--- src/rtl/rxr_pkg.sv ---
package rxr_pkg;
  localparam int HDR_LEN_W = 16;

  localparam int ST_OK     = 0;
  localparam int ST_ALIGN  = 1;
  localparam int ST_CRC    = 2;
  localparam int ST_LONG   = 3;
  localparam int ST_RUNT   = 4;
  localparam int ST_SYMBOL = 5;
  localparam int ST_BCAST  = 13;
  localparam int ST_PHYS   = 14;
  localparam int ST_MCAST  = 15;

  localparam int ACC_ANY   = 0;
  localparam int ACC_OWN   = 1;
  localparam int ACC_MC    = 2;
  localparam int ACC_BC    = 3;
  localparam int ACC_RUNT  = 4;
  localparam int ACC_ERR   = 5;

  localparam int IRQ_ROK_BIT = 0;
  localparam int IRQ_OVF_BIT = 4;

  typedef enum logic [1:0] {
    S_IDLE   = 2'd0,
    S_DATA   = 2'd1,
    S_HDR    = 2'd2,
    S_COMMIT = 2'd3
  } rxr_state_e;
endpackage

--- src/rtl/rxr_frame_filter.sv ---
module rxr_frame_filter #(
  parameter int LEN_W     = 16,
  parameter int MIN_FRAME = 64,
  parameter int MAX_FRAME = 1518
) (
  input  logic [LEN_W-1:0] len,
  input  logic             err_align,
  input  logic             err_crc,
  input  logic             err_symbol,
  input  logic             is_bc,
  input  logic             is_mc,
  input  logic             is_phys,
  input  logic [5:0]       accept,
  output logic [15:0]      status,
  output logic             keep
);
  import rxr_pkg::*;

  logic runt, too_long, hard_err, addr_ok;

  always_comb begin
    runt     = (len < LEN_W'(MIN_FRAME));
    too_long = (len > LEN_W'(MAX_FRAME));
    hard_err = err_align | err_crc | err_symbol | too_long;

    status             = '0;
    status[ST_OK]      = ~(hard_err | runt);
    status[ST_ALIGN]   = err_align;
    status[ST_CRC]     = err_crc;
    status[ST_LONG]    = too_long;
    status[ST_RUNT]    = runt;
    status[ST_SYMBOL]  = err_symbol;
    status[ST_BCAST]   = is_bc;
    status[ST_PHYS]    = is_phys;
    status[ST_MCAST]   = is_mc;

    addr_ok = (is_bc & accept[ACC_BC]) |
              (is_mc & accept[ACC_MC]) |
              (is_phys & accept[ACC_OWN]) |
              (accept[ACC_ANY] & ~is_bc & ~is_mc);

    keep = addr_ok & (~hard_err | accept[ACC_ERR]) & (~runt | accept[ACC_RUNT]);
  end
endmodule

--- src/rtl/rxr_space_tracker.sv ---
module rxr_space_tracker #(
  parameter int BASE_LOG2 = 13,
  parameter int MAX_IDX   = 2,
  parameter int ADDR_W    = 15,
  parameter int RP_W      = 16,
  parameter int RP_BIAS   = 16
) (
  input  logic              clk,
  input  logic              rst,
  input  logic [1:0]        size,
  input  logic              rp_we,
  input  logic [RP_W-1:0]   rp_data,
  input  logic [ADDR_W-1:0] wr_ptr,
  output logic [ADDR_W-1:0] mask,
  output logic [ADDR_W-1:0] rd_off,
  output logic [ADDR_W:0]   free,
  output logic              empty
);
  localparam int FREE_W = ADDR_W + 1;
  localparam logic [RP_W-1:0] RP_INIT = RP_W'(0) - RP_W'(RP_BIAS);

  logic [RP_W-1:0]   rp_q;
  logic [RP_W-1:0]   rp_sum;
  logic [1:0]        idx;
  logic [ADDR_W-1:0] diff;
  logic              unused_rp;

  always_ff @(posedge clk) begin
    if (rst)        rp_q <= RP_INIT;
    else if (rp_we) rp_q <= rp_data;
  end

  always_comb idx = (size > 2'(MAX_IDX)) ? 2'(MAX_IDX) : size;

  for (genvar b = 0; b < ADDR_W; b++) begin : g_mask
    if (b < BASE_LOG2) begin : g_fixed
      assign mask[b] = 1'b1;
    end else begin : g_sel
      assign mask[b] = (int'(idx) > (b - BASE_LOG2));
    end
  end

  always_comb begin
    rp_sum = rp_q + RP_W'(RP_BIAS);
    rd_off = rp_sum[ADDR_W-1:0] & mask;
    diff   = (rd_off - wr_ptr) & mask;
    empty  = (diff == '0);
    free   = empty ? ({1'b0, mask} + FREE_W'(1)) : {1'b0, diff};
  end

  if (RP_W > ADDR_W) begin : g_unused
    assign unused_rp = ^rp_sum[RP_W-1:ADDR_W];
  end else begin : g_nounused
    assign unused_rp = 1'b0;
  end
endmodule

--- src/rtl/rxr_irq_flags.sv ---
module rxr_irq_flags #(
  parameter int NUM = 2
) (
  input  logic           clk,
  input  logic           rst,
  input  logic [NUM-1:0] set_i,
  input  logic [NUM-1:0] clr_i,
  output logic [NUM-1:0] flag_o
);
  for (genvar k = 0; k < NUM; k++) begin : g_flag
    always_ff @(posedge clk) begin
      if (rst)           flag_o[k] <= 1'b0;
      else if (set_i[k]) flag_o[k] <= 1'b1;
      else if (clr_i[k]) flag_o[k] <= 1'b0;
    end
  end
endmodule

--- src/rtl/rx_ring_writer.sv ---
module rx_ring_writer #(
  parameter int BASE_LOG2 = 13,
  parameter int MAX_IDX   = 2,
  parameter int MIN_FRAME = 64,
  parameter int MAX_FRAME = 1518,
  parameter int RP_BIAS   = 16
) (
  input  logic                         clk,
  input  logic                         rst,
  input  logic [1:0]                   cfg_size,
  input  logic [5:0]                   cfg_accept,
  input  logic                         in_valid,
  input  logic                         in_sof,
  input  logic                         in_eof,
  input  logic [7:0]                   in_data,
  input  logic                         in_err_align,
  input  logic                         in_err_crc,
  input  logic                         in_err_symbol,
  input  logic                         in_bcast,
  input  logic                         in_mcast,
  input  logic                         in_phys,
  input  logic                         host_rp_we,
  input  logic [15:0]                  host_rp_data,
  input  logic                         host_ic_we,
  input  logic [15:0]                  host_ic_data,
  output logic                         mem_we,
  output logic [BASE_LOG2+MAX_IDX-1:0] mem_addr,
  output logic [7:0]                   mem_wdata,
  output logic [BASE_LOG2+MAX_IDX-1:0] wr_ptr,
  output logic                         buf_empty,
  output logic                         irq_rok,
  output logic                         irq_ovf
);
  import rxr_pkg::*;

  localparam int ADDR_W = BASE_LOG2 + MAX_IDX;
  localparam int LEN_W  = HDR_LEN_W;
  localparam int CMP_W  = LEN_W + 3;

  rxr_state_e        state_q;
  logic [ADDR_W-1:0] ring_mask, rd_off, wr_ptr_q, cur_q, next_q;
  logic [ADDR_W-1:0] base_ptr, byte_addr, next_ptr;
  logic [ADDR_W:0]   free_bytes;
  logic              empty_w;
  logic [LEN_W-1:0]  cnt_q, offs, new_len;
  logic [CMP_W-1:0]  rel_pos, footprint;
  logic              trunc_q, trunc_total, can_write, fits;
  logic              frame_byte, frame_end, keep_w;
  logic              ovf_set, rok_set;
  logic [15:0]       status_w;
  logic [31:0]       hdr_q;
  logic [1:0]        hidx_q;
  logic [1:0]        irq_vec;
  logic              mem_we_q;
  logic [ADDR_W-1:0] mem_addr_q;
  logic [7:0]        mem_wdata_q;
  logic              unused_ic;

  rxr_space_tracker #(
    .BASE_LOG2(BASE_LOG2), .MAX_IDX(MAX_IDX), .ADDR_W(ADDR_W),
    .RP_W(16), .RP_BIAS(RP_BIAS)
  ) u_space (
    .clk(clk), .rst(rst), .size(cfg_size),
    .rp_we(host_rp_we), .rp_data(host_rp_data), .wr_ptr(wr_ptr_q),
    .mask(ring_mask), .rd_off(rd_off), .free(free_bytes), .empty(empty_w)
  );

  rxr_frame_filter #(
    .LEN_W(LEN_W), .MIN_FRAME(MIN_FRAME), .MAX_FRAME(MAX_FRAME)
  ) u_filter (
    .len(new_len), .err_align(in_err_align), .err_crc(in_err_crc),
    .err_symbol(in_err_symbol), .is_bc(in_bcast), .is_mc(in_mcast),
    .is_phys(in_phys), .accept(cfg_accept),
    .status(status_w), .keep(keep_w)
  );

  rxr_irq_flags #(.NUM(2)) u_irq (
    .clk(clk), .rst(rst),
    .set_i({ovf_set, rok_set}),
    .clr_i({host_ic_we & host_ic_data[IRQ_OVF_BIT], host_ic_we & host_ic_data[IRQ_ROK_BIT]}),
    .flag_o(irq_vec)
  );

  assign unused_ic = ^{host_ic_data[15:5], host_ic_data[3:1]};

  always_comb begin
    frame_byte  = in_valid & (((state_q == S_IDLE) & in_sof) | (state_q == S_DATA));
    frame_end   = frame_byte & in_eof;
    base_ptr    = (state_q == S_IDLE) ? wr_ptr_q : cur_q;
    offs        = (state_q == S_IDLE) ? '0 : cnt_q;
    new_len     = (offs == '1) ? offs : offs + LEN_W'(1);
    rel_pos     = CMP_W'(offs) + CMP_W'(4);
    can_write   = rel_pos < CMP_W'(free_bytes);
    byte_addr   = (base_ptr + ADDR_W'(4) + ADDR_W'(offs)) & ring_mask;
    footprint   = (CMP_W'(new_len) + CMP_W'(7)) & ~CMP_W'(3);
    fits        = footprint < CMP_W'(free_bytes);
    next_ptr    = (base_ptr + ADDR_W'(footprint)) & ring_mask;
    trunc_total = ((state_q == S_DATA) & trunc_q) | ~can_write;
    ovf_set     = frame_end & keep_w & ~(fits & ~trunc_total);
    rok_set     = (state_q == S_COMMIT);
  end

  always_ff @(posedge clk) begin
    if (rst) begin
      state_q     <= S_IDLE;
      wr_ptr_q    <= '0;
      cur_q       <= '0;
      next_q      <= '0;
      cnt_q       <= '0;
      trunc_q     <= 1'b0;
      hdr_q       <= '0;
      hidx_q      <= '0;
      mem_we_q    <= 1'b0;
      mem_addr_q  <= '0;
      mem_wdata_q <= '0;
    end else begin
      mem_we_q <= 1'b0;
      case (state_q)
        S_IDLE, S_DATA: begin
          if (frame_byte) begin
            cur_q   <= base_ptr;
            cnt_q   <= new_len;
            trunc_q <= trunc_total;
            if (can_write) begin
              mem_we_q    <= 1'b1;
              mem_addr_q  <= byte_addr;
              mem_wdata_q <= in_data;
            end
            if (in_eof) begin
              if (keep_w && fits && !trunc_total) begin
                hdr_q   <= {new_len, status_w};
                next_q  <= next_ptr;
                hidx_q  <= '0;
                state_q <= S_HDR;
              end else begin
                state_q <= S_IDLE;
              end
            end else begin
              state_q <= S_DATA;
            end
          end
        end
        S_HDR: begin
          mem_we_q    <= 1'b1;
          mem_addr_q  <= (cur_q + ADDR_W'(hidx_q)) & ring_mask;
          mem_wdata_q <= hdr_q[{hidx_q, 3'b000} +: 8];
          hidx_q      <= hidx_q + 2'd1;
          if (hidx_q == 2'd3) state_q <= S_COMMIT;
        end
        default: begin
          wr_ptr_q <= next_q;
          state_q  <= S_IDLE;
        end
      endcase
    end
  end

  assign mem_we    = mem_we_q;
  assign mem_addr  = mem_addr_q;
  assign mem_wdata = mem_wdata_q;
  assign wr_ptr    = wr_ptr_q;
  assign buf_empty = empty_w;
  assign irq_rok   = irq_vec[0];
  assign irq_ovf   = irq_vec[1];
endmodule

--- config.mk ---
export PLATFORM = sky130hd
export DESIGN_NAME = rx_ring_writer
export DESIGN_NICKNAME = d
export VERILOG_FILES = /design/src/rtl/rxr_pkg.sv /design/src/rtl/rxr_frame_filter.sv /design/src/rtl/rxr_space_tracker.sv /design/src/rtl/rxr_irq_flags.sv /design/src/rtl/rx_ring_writer.sv
export SDC_FILE = /design/constraint.sdc
export NUM_CORES = 1
export LEC_CHECK = 0
export ABC_AREA = 1
export BUFFER_PORTS_ARGS = -buffer_cell sky130_fd_sc_hd__buf_2
export CAP_MARGIN = 25
export CORE_ASPECT_RATIO = 1.75
export CORE_MARGIN = 8
export CORE_UTILIZATION = 60
export CTS_CLUSTER_DIAMETER = 100
export DETAILED_ROUTE_END_ITERATION = 12
export GPL_TIMING_DRIVEN = 0
export PLACE_DENSITY = 0.81
export SETUP_SLACK_MARGIN = 0.5
export SYNTH_ARGS = -nofsm -noshare
export SYNTH_HDL_FRONTEND = slang
export SYNTH_SLANG_ARGS = --single-unit
--- constraint.sdc ---
create_clock -name clk -period 5.8 [get_ports clk]
set_input_delay 0.29 -clock clk [delete_from_list [all_inputs] [get_ports clk]]
set_output_delay 0.29 -clock clk [all_outputs]
set_load 0.005 [all_outputs]
# Yosys cells after proc, flatten, opt, wreduce, memory -nomap -nowiden
# Index checks and enable logic that the tools add are counted.
totals:
  ff_bits: 132
  input_bits: 61
  output_inout_bits: 42
classes:
  addsub: 11
  order_cmp: 7
  n_eq_ne: 10
  shift: 1
  muxes: 27
  bitwise: 40
  reduce_logical: 15
op_table:
  columns: ["operator", "n"]
  rows:
  - ["$and 15x15->15", 5]
  - ["$mux 16", 3]
  - ["$mux 15", 3]
  - ["$add 16x3->17 const B", 2]
  - ["$lt 17x16->1", 2]
  - ["$shiftx 32x6->8", 1]
  - ["$add 15x15->15", 2]
  - ["$pmux 15 s2", 1]
  - ["$add 15x1->16 const B", 1]
  - ["$add 16x1->16 const B", 1]
  - ["$and 1x1->1", 16]
  - ["$eq 16x16->1 const B", 1]
  - ["$gt 16x11->1 const B", 1]
  - ["$lt 16x7->1 const B", 1]
  - ["$mux 2", 8]
  - ["$mux 8", 2]
  - ["$pmux 8 s2", 1]
  - ["$add 15x2->15", 1]
  - ["$add 15x3->15 const B", 1]
  - ["$add 15x5->15 const B", 1]
  - ["$logic_not 15->1", 1]
  - ["$sub 15x15->15", 1]
  - ["$or 1x1->1", 11]
  - ["$ne 2x2->1 const B", 5]
  - ["18 further kinds", 39]

# Logic depth before layout (Yosys ltp)
logic_depth:
  depth_word: 17
  mapped_depth: 37
  mapped_depth_nobuf: 35

# Hierarchy
# A second synthesis with hierarchy kept.
unflattened:
  cells_unflattened: 1659
  hier_area_um2: 11031.8
by_module_without_submodules:
  columns: ["mod", "n_inst", "cells_per_inst", "area_per_inst_um2"]
  rows:
  - ["rx_ring_writer", 1, 1257, 8684.6]
  - ["rxr_space_tracker", 1, 332, 1933.1]
  - ["rxr_frame_filter", 1, 60, 341.6]
  - ["rxr_irq_flags", 1, 10, 72.6]

# Least setup slack after synthesis
# OpenSTA, ideal clock, no wires.
synth_timing:
  path_kind: "register to register"
  start: "register u_space.rp_q[5]"
  end: "register hdr_q[4]"
  arrival_time_ns: 4.450
  path_slack_ns: 1.237
  path_stages_with_launch: 29
  n_path_buf: 1
  synth_period_minus_slack_ns: 4.563
  path_cell_list: "dfxtp_1 > ha_1 > nand3_1 > nor3b_1 > nand3_1 > xor2_1 > inv_1 > ha_1 > a21o_1 > a221oi_1 > nand3_1 > nand2_1 > nand4_1 > nor2_1 > nand3_1 > nand2_1 > inv_1 > ha_1 > a21oi_1 > nor2_1 > nor4_1 > nand2_1 > a21oi_1 > nand2_2 > nor2_8 > buf_4 > nand2_1 > nand2_1 > nor2_1"
synth_via:
  elab_chain_cells: 12
  word_cells_on_any_way: 14
  cone_classes: "add/sub: 2; order compare: 2; mux: 1; bitwise: 4; reduce/logical: 5"
synth_rtl:
  columns: ["item", "line", "source"]
  rows:
  - ["start: declaration", "rxr_space_tracker.sv:22", "logic [RP_W-1:0] rp_q;"]
  - ["start signal: assignment", "rxr_space_tracker.sv:30", "else if (rp_we) rp_q <= rp_data;"]
  - ["$add 15x5->15 (*)", "rxr_space_tracker.sv:44", "rp_sum = rp_q + RP_W'(RP_BIAS);"]
  - ["$and 15x15->15 (*)", "rxr_space_tracker.sv:45", "rd_off = rp_sum[ADDR_W-1:0] & mask;"]
  - ["$sub 15x15->15 (*)", "rxr_space_tracker.sv:46", "diff = (rd_off - wr_ptr) & mask;"]
  - ["$and 15x15->15 (*)", "rxr_space_tracker.sv:46", null]
  - ["$logic_not 15->1 (*)", "rxr_space_tracker.sv:47", "empty = (diff == '0);"]
  - ["net buf_empty", "rx_ring_writer.sv:30", "output logic buf_empty,"]
  - ["$mux 16 (*)", "rxr_space_tracker.sv:48", "free = empty ? ({1'b0, mask} + FREE_W'(1)) : {1'b0, diff};"]
  - ["$lt 17x16->1", "rx_ring_writer.sv:93", "can_write = rel_pos < CMP_W'(free_bytes);"]
  - ["$not 1->1", "rx_ring_writer.sv:98", "trunc_total = ((state_q == S_DATA) & trunc_q) | ~can_write;"]
  - ["$or 1x1->1", "rx_ring_writer.sv:98", null]
  - ["$logic_not 1->1", "rx_ring_writer.sv:130", "if (keep_w && fits && !trunc_total) begin"]
  - ["$logic_and 1x1->1 (*)", "rx_ring_writer.sv:130", null]
  - ["$reduce_and 4->1 (no line) (*)", null, null]
  - ["end signal: assignment", "rx_ring_writer.sv:131", "hdr_q <= {new_len, status_w};"]
  - ["end: declaration", "rx_ring_writer.sv:51", "logic [31:0] hdr_q;"]
# Mark *: on every way through the listed nets, which the timed path passes. The rest lies on a longest branch.
# A chain may end at the register's enable or synchronous reset.

# Worst setup path after layout
layout_timing:
  start: "register state_q[1]"
  end: "register hdr_q[29]"
layout_via:
  elab_chain_cells: 13
  word_cells_on_any_way: 30
  cone_classes: "add/sub: 3; order compare: 4; eq/ne: 2; mux: 2; bitwise: 13; reduce/logical: 6"
layout_rtl:
  columns: ["item", "line", "source"]
  rows:
  - ["start: declaration", "rx_ring_writer.sv:40", "rxr_state_e state_q;"]
  - ["start signal: assignment", "rx_ring_writer.sv:105", "state_q <= S_IDLE;"]
  - ["start signal: assignment", "rx_ring_writer.sv:134", "state_q <= S_HDR;"]
  - ["start signal: assignment", "rx_ring_writer.sv:136", "state_q <= S_IDLE;"]
  - ["parallel branches: the longest is 13 deep, another holds $add 16x3->17", null, null]
# Several ways; the timed one is not identified.

==> impl_metrics.csv <==
group,metric,value,unit
global_routing,grt_pass1_vias,10210,
placement,place_hpwl,26840,um
synthesis,ys.flop_type,"dfxtp_1",
detailed_routing,routed_wl,34640,um
sta,period_share,0.8971,
sta,whs,0.06357,ns
synthesis,synth_warnings,0,
setup_path,start_kind,"flip-flop",
die,floorplan.initialDensity,0.6110,
synthesis,ys_seq_area_frac,0.2724,
sta,finalSetupViolations,0,
detailed_routing,first_iter_violations,937,
die,die_area,20650,um^2
global_routing,grt_max_degree,17,
setup_path,crit_slowest_cell,"nor3_4",
cts,clock_tree.buffer_depth,2,
hold_path,hold_path_class,"input pin to flip-flop",
cts,cts_buffers,17,
cells_and_area,area_delta_synth_final,15.68,%
pwr,power_density,238.0,nW/um^2
cts,root_buffer,"clkbuf_16",
sta,tns,0,ns
cts,clkSinkCount,132,
cells_and_area,final_net_count,1723,
sta,worst_slew_pin_slew,0.9348,ns
synthesis,avgSynthCellArea,6.685,um^2
detailed_routing,wire_per_inst,19.55,um
die,die_w,112.1,um
synthesis,synthArstFlopShare,0,
setup_path,max_stage_delay,0.32,ns
global_routing,track_usage,0.3324,
placement,gp_congestion,1.004,
sta,clock.fmax,192.2,MHz
cts,cts.clk_slew.worst_paths,0.06,ns
setup_path,rr_worst_depth,35,
die,ioPinCount,103,
die,core_area,15880,um^2
global_routing,antenna_found_initial,0,
sta,drv_slew,0,
cells_and_area,num-fill-cells,1401,
sta,max_slew_margin,0.3768,
synthesis,syn_area,9701,um^2
synthesis,synth.distinct_cells,52,
setup_path,cpMostUsedCell,"nand2_1",
cts,htreeDepth,4,
pwr,vdd_drop_max,0.3747,mV
detailed_routing,routed-via-count,10550,
die,row_count,61,
cts,cts_tree,"built",
die,die_h,184.2,um
detailed_routing,viasPerCell,5.953,
placement,numPortBuffers,86,
setup_path,worst-path-max-fanout,10,
detailed_routing,detail-route-antenna-nets,0,
global_routing,grt-ovfl-total,0,
cells_and_area,regArea,2644,um^2
setup_path,worstSetupPathType,"flip-flop to flip-flop",
sta,hold_viol_final,0,
cells_and_area,drive_gt1_frac,0.1383,
setup_path,arrival,5.57,ns
synthesis,synth_cells,1451,
cells_and_area,n_antenna_cell,0,
run_status,status,"finished, final reports clean",
sta,skew,0.01136,ns
pwr,leakage,5.489,nW
setup_path,worst_setup_path_end_kind,"flip-flop",
synthesis,syn_nets,1604,
setup_path,cp_data_required_time,6.17,ns
global_routing,grt_pass1_wl,52900,um
sta,post-route-min-period,5.203,ns
hold_path,whs_path_depth,3,
detailed_routing,route.detailed.drc,0,
cells_and_area,multi_input_area,6307,um^2
synthesis,synth-edff-count,0,
run,max-cap-violations,0,
cts,worstSkewPairLatency,0.44,ns
sta,rsz0062_at_grt,"true",
detailed_routing,drtPass1Iterations,6,
synthesis,ys_ff_latch,132,
[state kept, by name, indices dropped and copies added, names as in the netlist]
| register | flops |
|---|---|
| hdr_q | 25 |
| cnt_q | 16 |
| cur_q | 15 |
| mem_addr | 15 |
| next_q | 15 |
| u_space.rp_q | 15 |
| wr_ptr | 15 |
| mem_wdata | 8 |
| hidx_q | 2 |
| state_q | 2 |
| u_irq.flag_o | 2 |
| mem_we | 1 |
| trunc_q | 1 |
[synth_stat cells (2+ instances only)]
master / number / area [um^2]
a211oi_1: 10 / 75.07
a21o_1: 6 / 45.04
a21oi_1: 120 / 600.6
a221oi_1: 4 / 35.03
a311oi_1: 2 / 17.52
a31oi_1: 14 / 87.58
buf_1: 2 / 7.510
buf_2: 6 / 30.03
buf_4: 2 / 15.01
buf_6: 6 / 67.56
clkbuf_1: 36 / 135.1
dfxtp_1: 132 / 2643
fa_1: 4 / 80.08
ha_1: 88 / 1101
inv_1: 161 / 604.3
inv_2: 6 / 22.52
nand2_1: 244 / 915.9
nand2_2: 9 / 56.30
nand3_1: 67 / 335.3
nand3_2: 5 / 50.05
nand3b_1: 5 / 37.54
nand4_1: 18 / 112.6
nor2_1: 216 / 810.8
nor2_2: 11 / 68.82
nor2_4: 5 / 56.30
nor3_1: 13 / 65.06
nor3b_1: 2 / 15.01
nor4_1: 3 / 18.77
o2111ai_1: 3 / 26.28
o211ai_1: 4 / 30.03
o21a_1: 2 / 15.01
o21ai_0: 143 / 715.7
o21ai_1: 26 / 130.1
o21bai_1: 5 / 37.54
o221ai_1: 2 / 17.52
or2_2: 4 / 25.02
xnor2_1: 11 / 96.34
xor2_1: 40 / 350.3
[routing by layer]
layer  GRT usage  vias up  wire length [um]
met5           0        -                 0
met4      0.2980        0              3287
met3     0.06422      180              2844
met2      0.5807      547             16760
met1      0.3305     4751             11750
li1            -     5071                 -
[cell families (layout without fill, tap and decap cells)]
| kind of cell | after synthesis | after routing | share of synthesized area |
|---|---|---|---|
| adders and majority gates | 92 | 92 | 0.1218 |
| AOI/OAI and AO/OA | 347 | 347 | 0.1941 |
| buffers and inverters | 220 | 352 | 0.09132 |
| xor gates and xnor gates | 51 | 51 | 0.04605 |
| DFF | 132 | 132 | 0.2724 |
| and+or+nand+nor | 609 | 609 | 0.2743 |
[report_power, final]
group          switching [mW]  total, mW  internal [mW]
Sequential             0.0357      0.991          0.955
Clock                   0.479       1.14          0.659
Combinational           0.352      0.543          0.191
[stage by stage]
| step | util | power [mW] | instance area [um^2] | instances | setup slack [ns] |
|---|---|---|---|---|---|
| 2_1_floorplan | - | 1.361 | 9701 | 1451 | 1.237 |
| 3_3_place_gp | 0.6531 | 1.500 | 10370 | 1726 | -0.08547 |
| 3_5_place_dp | 0.6531 | 1.516 | 10370 | 1726 | -0.2012 |
| 4_1_cts | 0.6940 | 2.630 | 11020 | 1759 | 0.5105 |
| 5_1_grt | 0.7069 | 2.769 | 11220 | 1772 | 0.2574 |
| 6_report | 0.7069 | 2.671 | 11220 | 1772 | 0.5967 |
[worst paths after layout]
path                                                   start                      endpoint  slack, ns
worst min register to register  u_irq.flag_o[0]$_SDFFE_PP0P_  u_irq.flag_o[0]$_SDFFE_PP0P_       0.47
worst max-delay path                 state_q[1]$_SDFFE_PP0P_        hdr_q[29]$_SDFFE_PP0P_       0.60
worst max register to register       state_q[1]$_SDFFE_PP0P_        hdr_q[29]$_SDFFE_PP0P_       0.60
worst min-delay path                         host_rp_data[5]  u_space.rp_q[5]$_SDFFE_PP1P_       0.06
[layout make-up]
type | instances | area share
tap | 189 | 0.02107
buffer | 52 | 0.02364
sequential | 132 | 0.2356
clock inverter | 14 | 0.01461
inverter | 168 | 0.05619
clock buffer | 18 | 0.03913
timing repair buffer | 100 | 0.04772
multi-input combinational | 1099 | 0.5620
[placed cells by master (no fill, tap or decap), types with 7 or more instances in the layout]
cell,n
xor2_1,39
inv_1,159
a31oi_1,14
buf_2,90
nand4_1,18
ha_1,87
nor2_1,211
xnor2_1,11
a211oi_1,10
o21ai_1,28
nor2_2,14
nor3_1,11
nor2_4,7
dfxtp_1,131
a21oi_1,118
nand3_1,66
inv_2,8
clkbuf_1,32
clkbuf_16,17
o21ai_0,141
nand2_2,9
nand2_1,241
buf_4,18
[worst max-delay path: cells and delay by family (launching register included)]
kind                       cells  cell delay (ns)
and+or+nand+nor               22             2.98
DFF                            1             0.31
AOI/OAI and AO/OA              2             0.22
buffers and inverters          9             1.07
adders and majority gates      2             0.52
[timing repair]
| action | CTS | global route |
|---|---|---|
| endpoints found under the setup margin | 67 | 67 |
| hold buffers | 0 | 0 |
| pin swaps | 2 | 7 |
| buffers inserted | 1 | 13 |
| gates resized for setup | 11 | 34 |
No activity file was read; power rests on OpenSTA's default activity.
